<file path="src/rtl/msidb_pkg.sv">
package msidb_pkg;
  // log2 of the byte stride that each device slot covers in the window
  localparam int unsigned SLOT_STRIDE_LG = 16;
  // byte offset bits below the address-encoded vector index
  localparam int unsigned VEC_SHIFT = 2;
endpackage

</file>
<file path="src/rtl/msidb_slot_table.sv">
module msidb_slot_table #(
  parameter int unsigned NUM_SLOTS = 8,
  parameter int unsigned IRQ_W     = 8,
  localparam int unsigned SLOT_IW  = (NUM_SLOTS > 1) ? $clog2(NUM_SLOTS) : 1
) (
  input  logic               clk,
  input  logic               rst,
  input  logic               ld_we,
  input  logic [SLOT_IW-1:0] ld_slot,
  input  logic [IRQ_W-1:0]   ld_base,
  input  logic               ld_alloc,
  input  logic [SLOT_IW-1:0] rd_slot,
  output logic [IRQ_W-1:0]   rd_base,
  output logic               rd_alloc
);
  logic [IRQ_W-1:0] base_q  [NUM_SLOTS];
  logic             alloc_q [NUM_SLOTS];

  for (genvar g = 0; g < NUM_SLOTS; g++) begin : g_entry
    always_ff @(posedge clk) begin
      if (rst) begin
        base_q[g]  <= '0;
        alloc_q[g] <= 1'b0;
      end else if (ld_we && (32'(ld_slot) == g)) begin
        base_q[g]  <= ld_base;
        alloc_q[g] <= ld_alloc;
      end
    end
  end

  always_comb begin
    rd_base  = '0;
    rd_alloc = 1'b0;
    if (32'(rd_slot) < NUM_SLOTS) begin
      rd_base  = base_q[rd_slot];
      rd_alloc = alloc_q[rd_slot];
    end
  end
endmodule

</file>
<file path="src/rtl/msidb_decode.sv">
module msidb_decode
  import msidb_pkg::*;
#(
  parameter int unsigned NUM_SLOTS = 8,
  parameter int unsigned ADDR_W    = 20,
  parameter int unsigned DATA_W    = 32,
  parameter int unsigned IRQ_CNT   = 256,
  localparam int unsigned IRQ_W    = $clog2(IRQ_CNT),
  localparam int unsigned SLOT_IW  = (NUM_SLOTS > 1) ? $clog2(NUM_SLOTS) : 1,
  localparam int unsigned SLOT_FW  = ADDR_W - SLOT_STRIDE_LG,
  localparam int unsigned SUM_W    = DATA_W + 1
) (
  input  logic [ADDR_W-1:0]  addr,
  input  logic [DATA_W-1:0]  data,
  output logic [SLOT_IW-1:0] slot_idx,
  output logic               slot_in_range,
  input  logic [IRQ_W-1:0]   slot_base,
  input  logic               slot_alloc,
  output logic               hit,
  output logic [IRQ_W-1:0]   line
);
  logic [SLOT_FW-1:0]        slot_field;
  logic [SLOT_STRIDE_LG-1:0] addr_vec;
  logic [DATA_W-1:0]         vector;
  logic [SUM_W-1:0]          sum;

  always_comb begin
    slot_field    = addr[ADDR_W-1:SLOT_STRIDE_LG];
    slot_idx      = slot_field[SLOT_IW-1:0];
    slot_in_range = 32'(slot_field) < NUM_SLOTS;
    addr_vec      = addr[SLOT_STRIDE_LG-1:0] >> VEC_SHIFT;
    vector        = DATA_W'(addr_vec) | data;
    sum           = {1'b0, vector} + SUM_W'(slot_base);
    hit           = slot_in_range && slot_alloc && (sum < SUM_W'(IRQ_CNT));
    line          = sum[IRQ_W-1:0];
  end
endmodule

</file>
<file path="src/rtl/msidb_pulse.sv">
module msidb_pulse #(
  parameter int unsigned IRQ_CNT = 256,
  localparam int unsigned IRQ_W  = $clog2(IRQ_CNT)
) (
  input  logic               clk,
  input  logic               rst,
  input  logic               fire,
  input  logic [IRQ_W-1:0]   line,
  output logic [IRQ_CNT-1:0] pulse
);
  for (genvar g = 0; g < IRQ_CNT; g++) begin : g_line
    always_ff @(posedge clk) begin
      if (rst) pulse[g] <= 1'b0;
      else     pulse[g] <= fire && (32'(line) == g);
    end
  end
endmodule

</file>
<file path="src/rtl/msidb_doorbell.sv">
module msidb_doorbell
  import msidb_pkg::*;
#(
  parameter int unsigned NUM_SLOTS = 8,
  parameter int unsigned ADDR_W    = 20,
  parameter int unsigned DATA_W    = 32,
  parameter int unsigned IRQ_CNT   = 256,
  localparam int unsigned IRQ_W    = $clog2(IRQ_CNT),
  localparam int unsigned SLOT_IW  = (NUM_SLOTS > 1) ? $clog2(NUM_SLOTS) : 1
) (
  input  logic               clk,
  input  logic               rst,
  input  logic               wr_valid,
  output logic               wr_ready,
  input  logic [ADDR_W-1:0]  wr_addr,
  input  logic [DATA_W-1:0]  wr_data,
  input  logic               rd_valid,
  output logic               rd_ready,
  output logic               rsp_valid,
  output logic [DATA_W-1:0]  rsp_data,
  input  logic               tbl_we,
  input  logic [SLOT_IW-1:0] tbl_slot,
  input  logic [IRQ_W-1:0]   tbl_base,
  input  logic               tbl_alloc,
  output logic [IRQ_CNT-1:0] irq_pulse
);
  logic [SLOT_IW-1:0] dec_slot;
  logic               dec_in_range;
  logic [IRQ_W-1:0]   ent_base;
  logic               ent_alloc;
  logic               dec_hit;
  logic [IRQ_W-1:0]   dec_line;
  logic               wr_fire;

  assign wr_ready = !rst;
  assign rd_ready = !rst;
  assign rsp_data = '0;

  msidb_slot_table #(.NUM_SLOTS(NUM_SLOTS), .IRQ_W(IRQ_W)) u_table (
    .clk(clk), .rst(rst),
    .ld_we(tbl_we), .ld_slot(tbl_slot), .ld_base(tbl_base), .ld_alloc(tbl_alloc),
    .rd_slot(dec_slot), .rd_base(ent_base), .rd_alloc(ent_alloc)
  );

  msidb_decode #(.NUM_SLOTS(NUM_SLOTS), .ADDR_W(ADDR_W), .DATA_W(DATA_W),
                 .IRQ_CNT(IRQ_CNT)) u_decode (
    .addr(wr_addr), .data(wr_data),
    .slot_idx(dec_slot), .slot_in_range(dec_in_range),
    .slot_base(ent_base), .slot_alloc(ent_alloc),
    .hit(dec_hit), .line(dec_line)
  );

  assign wr_fire = wr_valid && wr_ready && dec_hit;

  msidb_pulse #(.IRQ_CNT(IRQ_CNT)) u_pulse (
    .clk(clk), .rst(rst), .fire(wr_fire), .line(dec_line), .pulse(irq_pulse)
  );

  always_ff @(posedge clk) begin
    if (rst) rsp_valid <= 1'b0;
    else     rsp_valid <= rd_valid && rd_ready;
  end
endmodule

</file>
<file path="config.mk">
export PLATFORM = sky130hd
export DESIGN_NAME = msidb_doorbell
export DESIGN_NICKNAME = d
export VERILOG_FILES = /design/src/rtl/msidb_pkg.sv /design/src/rtl/msidb_slot_table.sv /design/src/rtl/msidb_decode.sv /design/src/rtl/msidb_pulse.sv /design/src/rtl/msidb_doorbell.sv
export SDC_FILE = /design/constraint.sdc
export NUM_CORES = 1
export LEC_CHECK = 0
export BUFFER_PORTS_ARGS = -buffer_cell sky130_fd_sc_hd__buf_2
export CAP_MARGIN = 30
export CORE_AREA = 2 2 251 204
export DETAILED_ROUTE_END_ITERATION = 12
export DIE_AREA = 0 0 253 206
export PLACE_DENSITY_LB_ADDON = 0.3
export SLEW_MARGIN = 20
export SYNTH_ARGS = -nofsm -noshare
export SYNTH_HDL_FRONTEND = slang
export SYNTH_SLANG_ARGS = --single-unit
</file>
<file path="constraint.sdc">
create_clock -name clk -period 6.8 [get_ports clk]
set_input_delay 0 -clock clk [delete_from_list [all_inputs] [get_ports clk]]
set_output_delay 0 -clock clk [all_outputs]
set_load 0.005 [all_outputs]
</file>
; ---- Yosys cells after proc, flatten, opt, wreduce, memory -nomap -nowiden
; Memory sizes are Yosys's and may differ from the RTL's.
; Cells that the tools add are included.
[word_totals]
ram_bits = 72
reg_bits = 257
mem_count = 2
[memory_table]
columns = memory, words, width, read_ports, rd_clocked_by_memory_dff, wr, line
row1 = u_table.base_q, 8, 8, 1, 0, 8, msidb_slot_table.sv:16  ; logic [IRQ_W-1:0] base_q [NUM_SLOTS];
row2 = u_table.alloc_q, 8, 1, 1, 0, 8, msidb_slot_table.sv:17  ; logic alloc_q [NUM_SLOTS];
[op_classes]
magnitude_cmp = 2
muxes = 42
bitwise = 17
n_eq_ne = 262
n_addsub = 1
reduce_logical = 272
[op_table]
columns = cell, count
row1 = $eq A8 B8 Y1 const B, 128
row2 = $eq A8 B7 Y1 const B, 64
row3 = $logic_and A1 B1 Y1, 269
row4 = $eq A8 B6 Y1 const B, 32
row5 = $eq A8 B5 Y1 const B, 16
row6 = $eq A8 B4 Y1 const B, 8
row7 = $mux W8, 8
row8 = $mux W1, 34
row9 = $add A32 B8 Y33, 1
row10 = $lt A33 B9 Y1 const B, 1
row11 = $eq A8 B3 Y1 const B, 4
row12 = $or A14 B32 Y32, 1
row13 = $eq A8 B2 Y1 const B, 2
row14 = $or A1 B1 Y1, 16
row15 = $eq A3 B3 Y1 const B, 4
row16 = $eq A8 B1 Y1 const B, 1
row17 = $logic_not A8 Y1, 1
row18 = $eq A3 B2 Y1 const B, 2
row19 = $lt A4 B4 Y1 const B, 1
row20 = $eq A3 B1 Y1 const B, 1
row21 = $logic_not A3 Y1, 1
row22 = $logic_not A1 Y1, 1

; ---- Logic depth before layout (Yosys ltp)
; Gate-level depths: netlist of run 1.
[depth]
depth_word = 6
ltp_mapped = 16
ltp_nobuf = 12

; ---- Hierarchy
; From an unflattened synthesis of run 1, not the netlist that was laid out.
[unflattened]
hier_cells = 1041
area_unflattened_um2 = 11816.3
[by_module_without_submodules]
columns = mod, cells_each, instances, area_each_um2
row1 = msidb_pulse, 622, 1, 7058.0
row2 = msidb_slot_table, 216, 1, 3343.2
row3 = msidb_decode, 165, 1, 1124.8
row4 = msidb_doorbell, 38, 1, 290.3

; ---- Least setup slack after synthesis of run 1
; Ideal clock, no wire load.
[synth_path]
path_kind = in2reg
startpoint = in wr_addr[16]
endpoint = reg u_pulse.pulse[40]
slack_ps = 2462
path_stages = 15
n_path_buf = 5
arrival_time_ps = 4249
path_cell_list = buf_2 buf_1 mux4_2 mux2_2 ha_1 buf_2 o211ai_1 a211oi_1 o211ai_2 or4_1 a2111oi_2 nand4_1 buf_2 buf_6 nor4_2
[synth_between]
elab_chain_cells = 6
elab_cells_between_ends = 10
[synth_lines]
columns = element, line
row1 = from (decl), msidb_doorbell.sv:15  ; input logic [ADDR_W-1:0] wr_addr,
row2 = $mem_v2 Z8 W8, -
row3 = $add A32 B8 Y33, msidb_decode.sv:33  ; sum = {1'b0, vector} + SUM_W'(slot_base);
row4 = $lt A33 B9 Y1, msidb_decode.sv:34  ; hit = slot_in_range && slot_alloc && (sum < SUM_W'(IRQ_CNT));
row5 = $logic_and A1 B1 Y1, msidb_decode.sv:34
row6 = $logic_and A1 B1 Y1, msidb_doorbell.sv:53  ; assign wr_fire = wr_valid && wr_ready && dec_hit;
row7 = $logic_and A1 B1 Y1 (*), msidb_pulse.sv:14  ; else pulse[g] <= fire && (32'(line) == g);
row8 = "to (signal, indexed assignment)", msidb_pulse.sv:14
row9 = to (decl), msidb_pulse.sv:9  ; output logic [IRQ_CNT-1:0] pulse
; Every way passes the cells marked *; elsewhere a longest branch is shown, timed or not.
; A chain may end at the register's enable or synchronous reset.

; ---- Final worst setup path of run 1
[layout_path]
startpoint = mem u_table.base_q[7][7]
endpoint = reg u_pulse.pulse[81]
[layout_between]
elab_chain_cells = 6
elab_cells_between_ends = 7
[layout_lines]
columns = element, line
row1 = from (decl), msidb_slot_table.sv:16
row2 = $mem_v2 Z8 W8 (*), -
row3 = $add A32 B8 Y33 (*), msidb_decode.sv:33
row4 = $lt A33 B9 Y1, msidb_decode.sv:34
row5 = $logic_and A1 B1 Y1, msidb_decode.sv:34
row6 = $logic_and A1 B1 Y1, msidb_doorbell.sv:53
row7 = $logic_and A1 B1 Y1 (*), msidb_pulse.sv:14
; Marked as above.

==> results.md, run 1 <==
- Yosys attributes the largest share of cell area to dfxtp_1, nor4_2, edfxtp_1.
- The last weighted congestion value of the routability-driven placer is 0.842.
- The minimum setup slack among reg-to-reg paths is 1.61 ns.
- The clock group share of total power is 42.2%.
- Setup repair after global routing left no endpoint under its margin.
- The die area is 52100 µm².
- The area added between synthesis and finish is 26.2%.
- The reg-to-reg endpoint is u_pulse.pulse[81].
- The time the final worst path needs with I/O delays and setup is 5.19 ns.
- The worst flop-to-flop path startpoint is u_table.base_q[7][7].
- In this run the worst hold path is classified as in2reg.
- VDD sags by at most 0.174 mV.
- For this design the total switching power over the nets is 1.50 mW.
- For the worst setup path, the data arrival time is 5.62 ns.
- The clock drives 329 sinks.
- The fraction of power spent switching nets is 29.8%.
- The flow ran to the end, and the final reports show no timing, DRC or antenna violations.
- For this run, the slowest stage of the critical path takes 0.63 ns.
- Each instance of the synthesized netlist takes up on average 11.1 µm².
- Power spread over the standard cell area amounts to 271 nW/µm².
- The mean routed wirelength per cell is 20.6 µm.
- Max-cap violations in this run came to 0.
- Synthesis instantiated 61 different standard cells from the library.
- The number of nets still failing antenna checks after routing is 0.
- For hold timing, the worst endpoint is u_table.base_q[4][5].
- The clock skew is 0.0165 ns.
- Sequential cells burn 40.4% of the power.
- Adding up every negative setup slack in the final design gives 0 ns.
- Including well taps, the total number of placed cells is 2230.
- For this design the static power due to leakage is 6.58 nW.
- The share of the clock period used by the worst path after layout is 76.3%.
- The die extent in y is 206 µm.
- The critical path capture point type is a flip-flop.
- The part of the power in combinational logic is 17.5%.
- The most common cell in the synthesized netlist is nand2_1.
- The sequential element share of the synthesized area is 49.6%.
- TritonCTS built the clock tree.
- Headroom to the max-slew limit came out at 34.4%.
- The synthesized design contains 72 enable-type register cells.
- The critical setup path kind is reg2reg.
- The latest clock arrival within the worst-skew pair is 0.55 ns.
- The tree is rooted in a clkbuf_16.
- The initial antenna violation count is 1.
- The count of cells along the worst hold path is 3.
- For this block, the via count after detailed routing is 11200.
- The first-pass detailed-route iteration total is 7.
- The number of instances in the synthesized netlist is 1330.
- The synthesized design spends more area on one cell type than any other, namely dfxtp_1.
- The via count of the first global-routing pass is 10900.
- On the critical path, the stage with the largest delay is an instance of buf_4.
- After synthesis the cells add up to 14700 µm².
- The Yosys warning count is 0.
- The launching element of the worst setup path is u_table.base_q[7][7].
- Using the TritonRoute via totals, the vias-per-cell ratio works out to 4.82.
- After synthesis, the largest area contributor takes up 34.9% of total cell area.
- The overall routing resource usage is 17.8%.
- At the pin with the least slew margin, the transition time is 0.979 ns.
- In this run the most critical hold path is launched from tbl_we.
- From left edge to right edge, the die measures 253 µm.
- STA classifies the critical path startpoint as a flip-flop.
- Post-CTS repair changed the size of 0 cells.
- The quantity of I/O buffers inserted on ports is 325.
- The number of buffers inserted during clock tree synthesis is 38.
- For the worst flop-to-flop path, the logic depth is 11.
- The half-perimeter wire length of the detailed placement result is 32000 µm.
- The net total in the final layout is 1722.
- 0 antenna diodes ended up in the layout.
- In the final layout, the share of cells above drive strength 1 is 45.2%.
- The core region area is 50000 µm².
- Global routing finished with a remaining overflow of 0.
- Buffers inserted to repair hold after CTS numbered 14.
- The number of endpoints failing setup at the final stage is 0.
- The timing-limited maximum frequency is 193 MHz.
- After clock tree synthesis, the clock-pin slew on the worst setup and hold paths is 0.06 ns.
- The max-slew violation total from the final report came to 0.
- The prevailing post-synth register cell is dfxtp_1.
- The dominant delay contributor by cell family on the critical path is simple AND/OR/NAND/NOR gates.
- The total internal power is 3.53 mW.
- The signal on the critical path passes through mux4_2 -> mux2_2 -> ha_1 -> nand2_1 -> a211oi_1 -> o211ai_2 -> or4_1 -> a2111oi_2 -> nand4_1 -> buf_4 -> nor4_1.
- The buffers inserted during post-CTS setup optimization is 0.
- In the routed design, unresolved DRC markers number 0.
- 360 I/O pins were placed.
- The initial cell density of the core is 29.5%.
- The overall routed net length is 47600 µm.
- The maximum net fanout on the critical path is 65.
- The commonest cells after synthesis are nand2_1, dfxtp_1, nor4_2.
- The first global-routing pass estimated 69700 µm of wire.
- The number of hold violations in the final report is 0.
- At the worst endpoint, the required time is 7.23 ns.
- The maximum root-to-sink buffer count is 3.
- The number of DRC violations after detailed-routing iteration 0 is 649.
- The flop and latch count out of synthesis is 329.
- The number of H-tree levels is 2.
- The number of buffer and inverter instances along the worst setup path is 1.
- The number of placement rows is 74.
- The pin count of the biggest net entering global routing is 99.
- For this run, the number of standard cells in the final layout without fillers is 2315.
- The share of flip-flops with an asynchronous set or reset after synthesis is 0%.
cell type report:
type / count / area (µm²)
repair buffers: 398 / 2340
multi-input cells: 870 / 6830
clock buffers: 52 / 1060
inverters: 7 / 26.3
well taps: 646 / 808
fillers: 4922 / 31400
clock inverters: 13 / 219
flip-flops and latches: 329 / 7310
logic make-up after synthesis:
group | synth area share, %
flip-flops | 49.6
buffers and inverters | 6.28
adder cells (fa/ha/maj) | 0.815
XOR/XNOR | 1.07
AO/OA/AOI/OAI | 3.13
other | 0.0254
AND/OR/NAND/NOR | 35.5
multiplexers | 3.63
power by group through the flow:
stage	clock, mW	combinational [mW]	sequential, mW
after detailed placement	0	0.877	2.07
after floorplan	0	0.487	2.07
after CTS	2.18	0.886	2.03
after global routing	2.25	0.956	2.03
after global placement	0	0.854	2.07
final	2.12	0.880	2.03
worst max path at each step:
stage                             end  slack (ns)  cells past startpoint
finish              u_pulse.pulse[81]        1.61                     11
global route        u_pulse.pulse[87]        1.21                     11
CTS                  u_pulse.pulse[7]        1.52                     11
detailed placement   u_pulse.pulse[7]        1.27                     12
global placement    u_pulse.pulse[82]        1.30                     12
floorplan           u_pulse.pulse[40]        2.46                     15
through the flow:
step / worst slack, ns / util [%] / hold slack [ns] / cell area (µm²) / total power [mW]
2_1_floorplan: 2.46 / - / 0.0716 / 14900 / 2.56
3_3_place_gp: 1.30 / 34.1 / 0.215 / 17000 / 2.93
3_5_place_dp: 1.27 / 34.2 / 0.220 / 17100 / 2.95
4_1_cts: 1.52 / 37.1 / 0.00714 / 18500 / 5.09
5_1_grt: 1.21 / 37.2 / 0.0550 / 18600 / 5.24
6_report: 1.61 / 37.2 / 0.0496 / 18600 / 5.03
sequential cells by signal, indices dropped and copies added, names as in the netlist:
register,count
u_table.base_q,64
u_table.alloc_q,8
rsp_valid,1
u_pulse.pulse,256
layout by cell type, fill, tap and decap left out, types with 6 or more instances in the layout:
cell type / count
buf_2: 326
nand2_1: 269
dfxtp_1: 257
nor4_2: 240
and2_1: 73
edfxtp_1: 72
buf_4: 43
clkbuf_16: 39
conb_1: 32
nor3_2: 30
nor2_1: 23
mux4_2: 18
nor3_1: 17
nor4_1: 17
dlygate4sd3_1: 14
nand3_1: 9
o21ai_0: 9
xnor2_1: 9
clkbuf_1: 9
buf_12: 9
or2_2: 8
nand2b_1: 8
ha_1: 8
inv_1: 7
mux2_2: 7
xor2_1: 7
nand4_1: 6
a21oi_1: 6
metal layers:
metal	wire, µm	vias up	track usage, %
li1	-	5333	-
met3	3150	63	4.11
met5	17	-	0
met4	925	2	4.84
met1	21900	5399	24.4
met2	21600	360	28.1
worst min-delay path: cells and delay by family:
family          cells  cell delay [ns]
compound gates      1             0.13
buf+inv             1             0.12
simple gates        1             0.15
Note: power is estimated with default switching activity, not from simulation.
==> run 2, diff against run 1 <==
==> constraint.sdc (replaced) <==
create_clock -name clk -period 5.33 [get_ports clk]
set_input_delay 0 -clock clk [delete_from_list [all_inputs] [get_ports clk]]
set_output_delay 0 -clock clk [all_outputs]
set_load 0.005 [all_outputs]
==> run 2 against run 1 <==
- combinational power is 27% higher
- sequential power is 28% higher
- critical path type unchanged
- cell count up 0.60%
- core utilization increased by 0.19 points
- hold slack worse by 0.018 ns
- highest routed layer is now met4
- critical endpoint is now u_pulse.pulse[90]
- largest cell class unchanged
==> results.md, run 2 (synthesis gave the netlist of run 1 again) <==
- The overall routing resource usage is 17.8% (+0.052 points).
- The root buffer cell chosen for the clock tree is clkbuf_16.
- The startpoint type of the worst setup path is a flip-flop.
- The tightest slew margin relative to the limit is 36.8% (+2.4 points).
- The width of the chip is 253 µm (unchanged).
- The timing-limited maximum frequency is 217 MHz (+13%).
- The first-pass detailed-route iteration total is 5 (-2).
- The required time at the endpoint of the critical path is 5.76 ns (-1.47 ns).
- The number of H-tree levels is 2 (unchanged).
- The number of buffers inserted during clock tree synthesis is 38 (unchanged).
- The post-placement cell count is 2243 (+0.58%).
- The buffers inserted during post-CTS setup optimization is 0 (unchanged).
- The share of the clock period used by the worst path after layout is 86.5% (+10 points).
- The sink count of the clock tree came to 329 (unchanged).
- The last weighted congestion value of the routability-driven placer is 0.833 (-1.1%).
- The time the final worst path needs with I/O delays and setup came to 4.61 ns (-0.577 ns).
- The minimum setup slack among reg-to-reg paths was 0.72 ns (-0.89 ns).
- In the final layout, the registers with the most flip-flops are u_pulse.pulse: 256 flops, u_table.base_q: 64 flops, u_table.alloc_q: 8 flops.
- The top cell types in the final layout, fill and taps aside, are buf_2, nand2_1, dfxtp_1.
- The depth of the worst register-to-register path came to 12 (+1).
- The count of unresolved DRC violations after routing is 0 (unchanged).
- The actual transition at the worst max-transition pin was 0.942 ns (-0.0370 ns).
- The number of vias after detailed routing is 11300 (+1.6%).
- The die area was 52100 µm² (unchanged).
- The die extent in y was 206 µm (unchanged).
- The final instance area is 18700 µm² (+0.51%).
- The number of flip-flops under the largest register name is 256 (unchanged).
- The share of post-route cells with drive strength above 1 was 45.9% (+0.66 points).
- The number of filler cells placed in the layout is 4918 (-0.081%).
- The initial antenna violation count is 0 (-1).
- The maximum root-to-sink buffer count was 3 (unchanged).
- The core region area is 50000 µm² (unchanged).
- The mean routed wirelength per cell is 20.6 µm (+0.20%).
- The latest clock arrival within the worst-skew pair was 0.56 ns (about the same).
- The number of placement rows is 74 (unchanged).
- The maximum net fanout on the critical path was 58 (-11%).
- The number of endpoints failing setup at the final stage was 0 (unchanged).
- The clock transition time at the flip-flop clock pins of the worst setup and hold paths is 0.06 ns (about the same).
- Leaving out fill and tap cells, the most frequent cell in the layout is buf_2.
- The half-perimeter wire length of the detailed placement result is 32100 µm (+0.35%).
- The final cell utilization of the core is 37.4% (+0.19 points).
- The area added between synthesis and finish is 26.8%.
- The hold buffer count at cts is 13 (-1).
- The overall routed net length is 48000 µm (+0.81%).
- The number of gates given a new drive strength after cts came to 0 (unchanged).
- The count of cells along the worst hold path was 3 (unchanged).
- The clock skew is 0.0306 ns (+0.0141 ns).
- The non-filler instance count after layout is 2329 (+0.60%).
- The critical path capture point type is a flip-flop.
- The critical path in this run is classified as reg2reg.
- The power density over the cells is 338 nW/µm² (+25%).
- The longest individual stage delay on the worst path came to 0.54 ns (-0.09 ns).
- The static leakage power was 6.65 nW (+1.1%).
- The total power consumption of the routed design is 6.31 mW (+25%).
- TritonCTS built the clock tree.
- The via count of the first global-routing pass is 10800 (-0.73%).
- More flip-flops sit in one register than any other, and that register is u_pulse.pulse.
- The setup total negative slack is 0 ns (unchanged).
- Setup repair after global routing left no endpoint under its margin.
- The net total in the final layout was 1732 (+0.58%).
- The number of top-level pins is 360 (unchanged).
- The vias per cell is 4.87 (+0.99%).
- The number of maximum-capacitance constraint violations is 0 (unchanged).
- The most numerous cell type found on the critical path is buf_12.
- Walking the worst path, the cells encountered are mux4_2 -> mux2_2 -> ha_1 -> nand2b_1 -> a211oi_1 -> o211ai_2 -> or4_1 -> a2111oi_2 -> nand4_1 -> buf_12 -> buf_12 -> nor4_1.
- The number of nets still failing antenna checks after routing was 0 (unchanged).
- The max-slew violation total from the final report is 0 (unchanged).
- The worst vdd rail ir drop is 0.187 mV (+7.6%).
- The number of DRC violations after detailed-routing iteration 0 is 675 (+4.0%).
- The critical path data arrival time is 5.04 ns (-0.58 ns).
- The initial cell density of the core is 29.5% (unchanged).
- The number of hold violations in the final report is 0 (unchanged).
- The residual overflow from global routing came to 0 (unchanged).
- The quantity of I/O buffers inserted on ports is 325 (unchanged).
- The standard cell with the maximum stage delay on the critical path is or4_1.
- The pin count of the biggest net entering global routing is 79 (-20%).
- The run finished with clean final reports.
- The worst hold-check path type is in2reg.
- The first-pass GRT wire length is 69800 µm (+0.22%).
- The post-place instance area is 17300 µm² (+0.96%).
run 2: cell count changes in the layout (fill, tap and decap cells not counted), sizes merged, moves of 2 or more:
cell,previous run,this run
bufinv,5,1
clkinv,3,5
clkbuf,53,56
buf,383,395
run 2: report_power, final:
group	internal [mW]	switching, mW	leakage, nW	total [mW]
logic	0.276	0.846	3.27	1.12
clock network	1.51	1.08	0.615	2.60
registers	2.58	0.00944	2.76	2.59
total	4.37	1.94	6.65	6.31
run 2: cell type report:
type                       instances  area [µm²]  share of cell area [%]
clock inverter                    12         124                   0.663
inverter                           7        26.3                   0.141
multi-input combinational        870        6820                    36.5
clock buffer                      56        1110                    5.95
antenna                            1        2.50                  0.0134
timing repair buffer             408        2490                    13.3
tap                              646         808                    4.32
sequential                       329        7310                    39.1
run 2: layer usage:
metal / vias to the layer above / global-route usage [%] / wire length [µm]
li1: 5352 / - / -
met1: 5585 / 24.9 / 22200
met2: 347 / 28.1 / 21900
met3: 52 / 4.01 / 3130
met4: 0 / 4.10 / 735
met5: - / 0 / 0
run 2: final timing paths:
check | start | to
setup / recovery | u_table.base_q[7][2] | u_pulse.pulse[90]
hold / removal | tbl_we | u_table.base_q[0][5]
setup reg to reg | u_table.base_q[7][2] | u_pulse.pulse[90]
hold reg to reg | u_table.base_q[0][0] | u_pulse.pulse[218]
run 2: critical path, delay by kind of cell (launching register included):
kind                       cells  cell delay (ns)
muxes                          2             0.80
DFF                            1             0.36
adders and majority gates      1             0.44
buffers and inverters          2             0.51
and+or+nand+nor                4             1.22
AOI/OAI and AO/OA              3             1.12
run 2: per-stage QoR:
stage / hold WS, ns / setup slack, ns
after detailed placement: 0.219 / 0.560
after global routing: 0.0527 / 0.484
after global placement: 0.214 / 0.605
after CTS: 0.0296 / 0.721
after floorplan: 0.0716 / 0.992
final: 0.0321 / 0.718
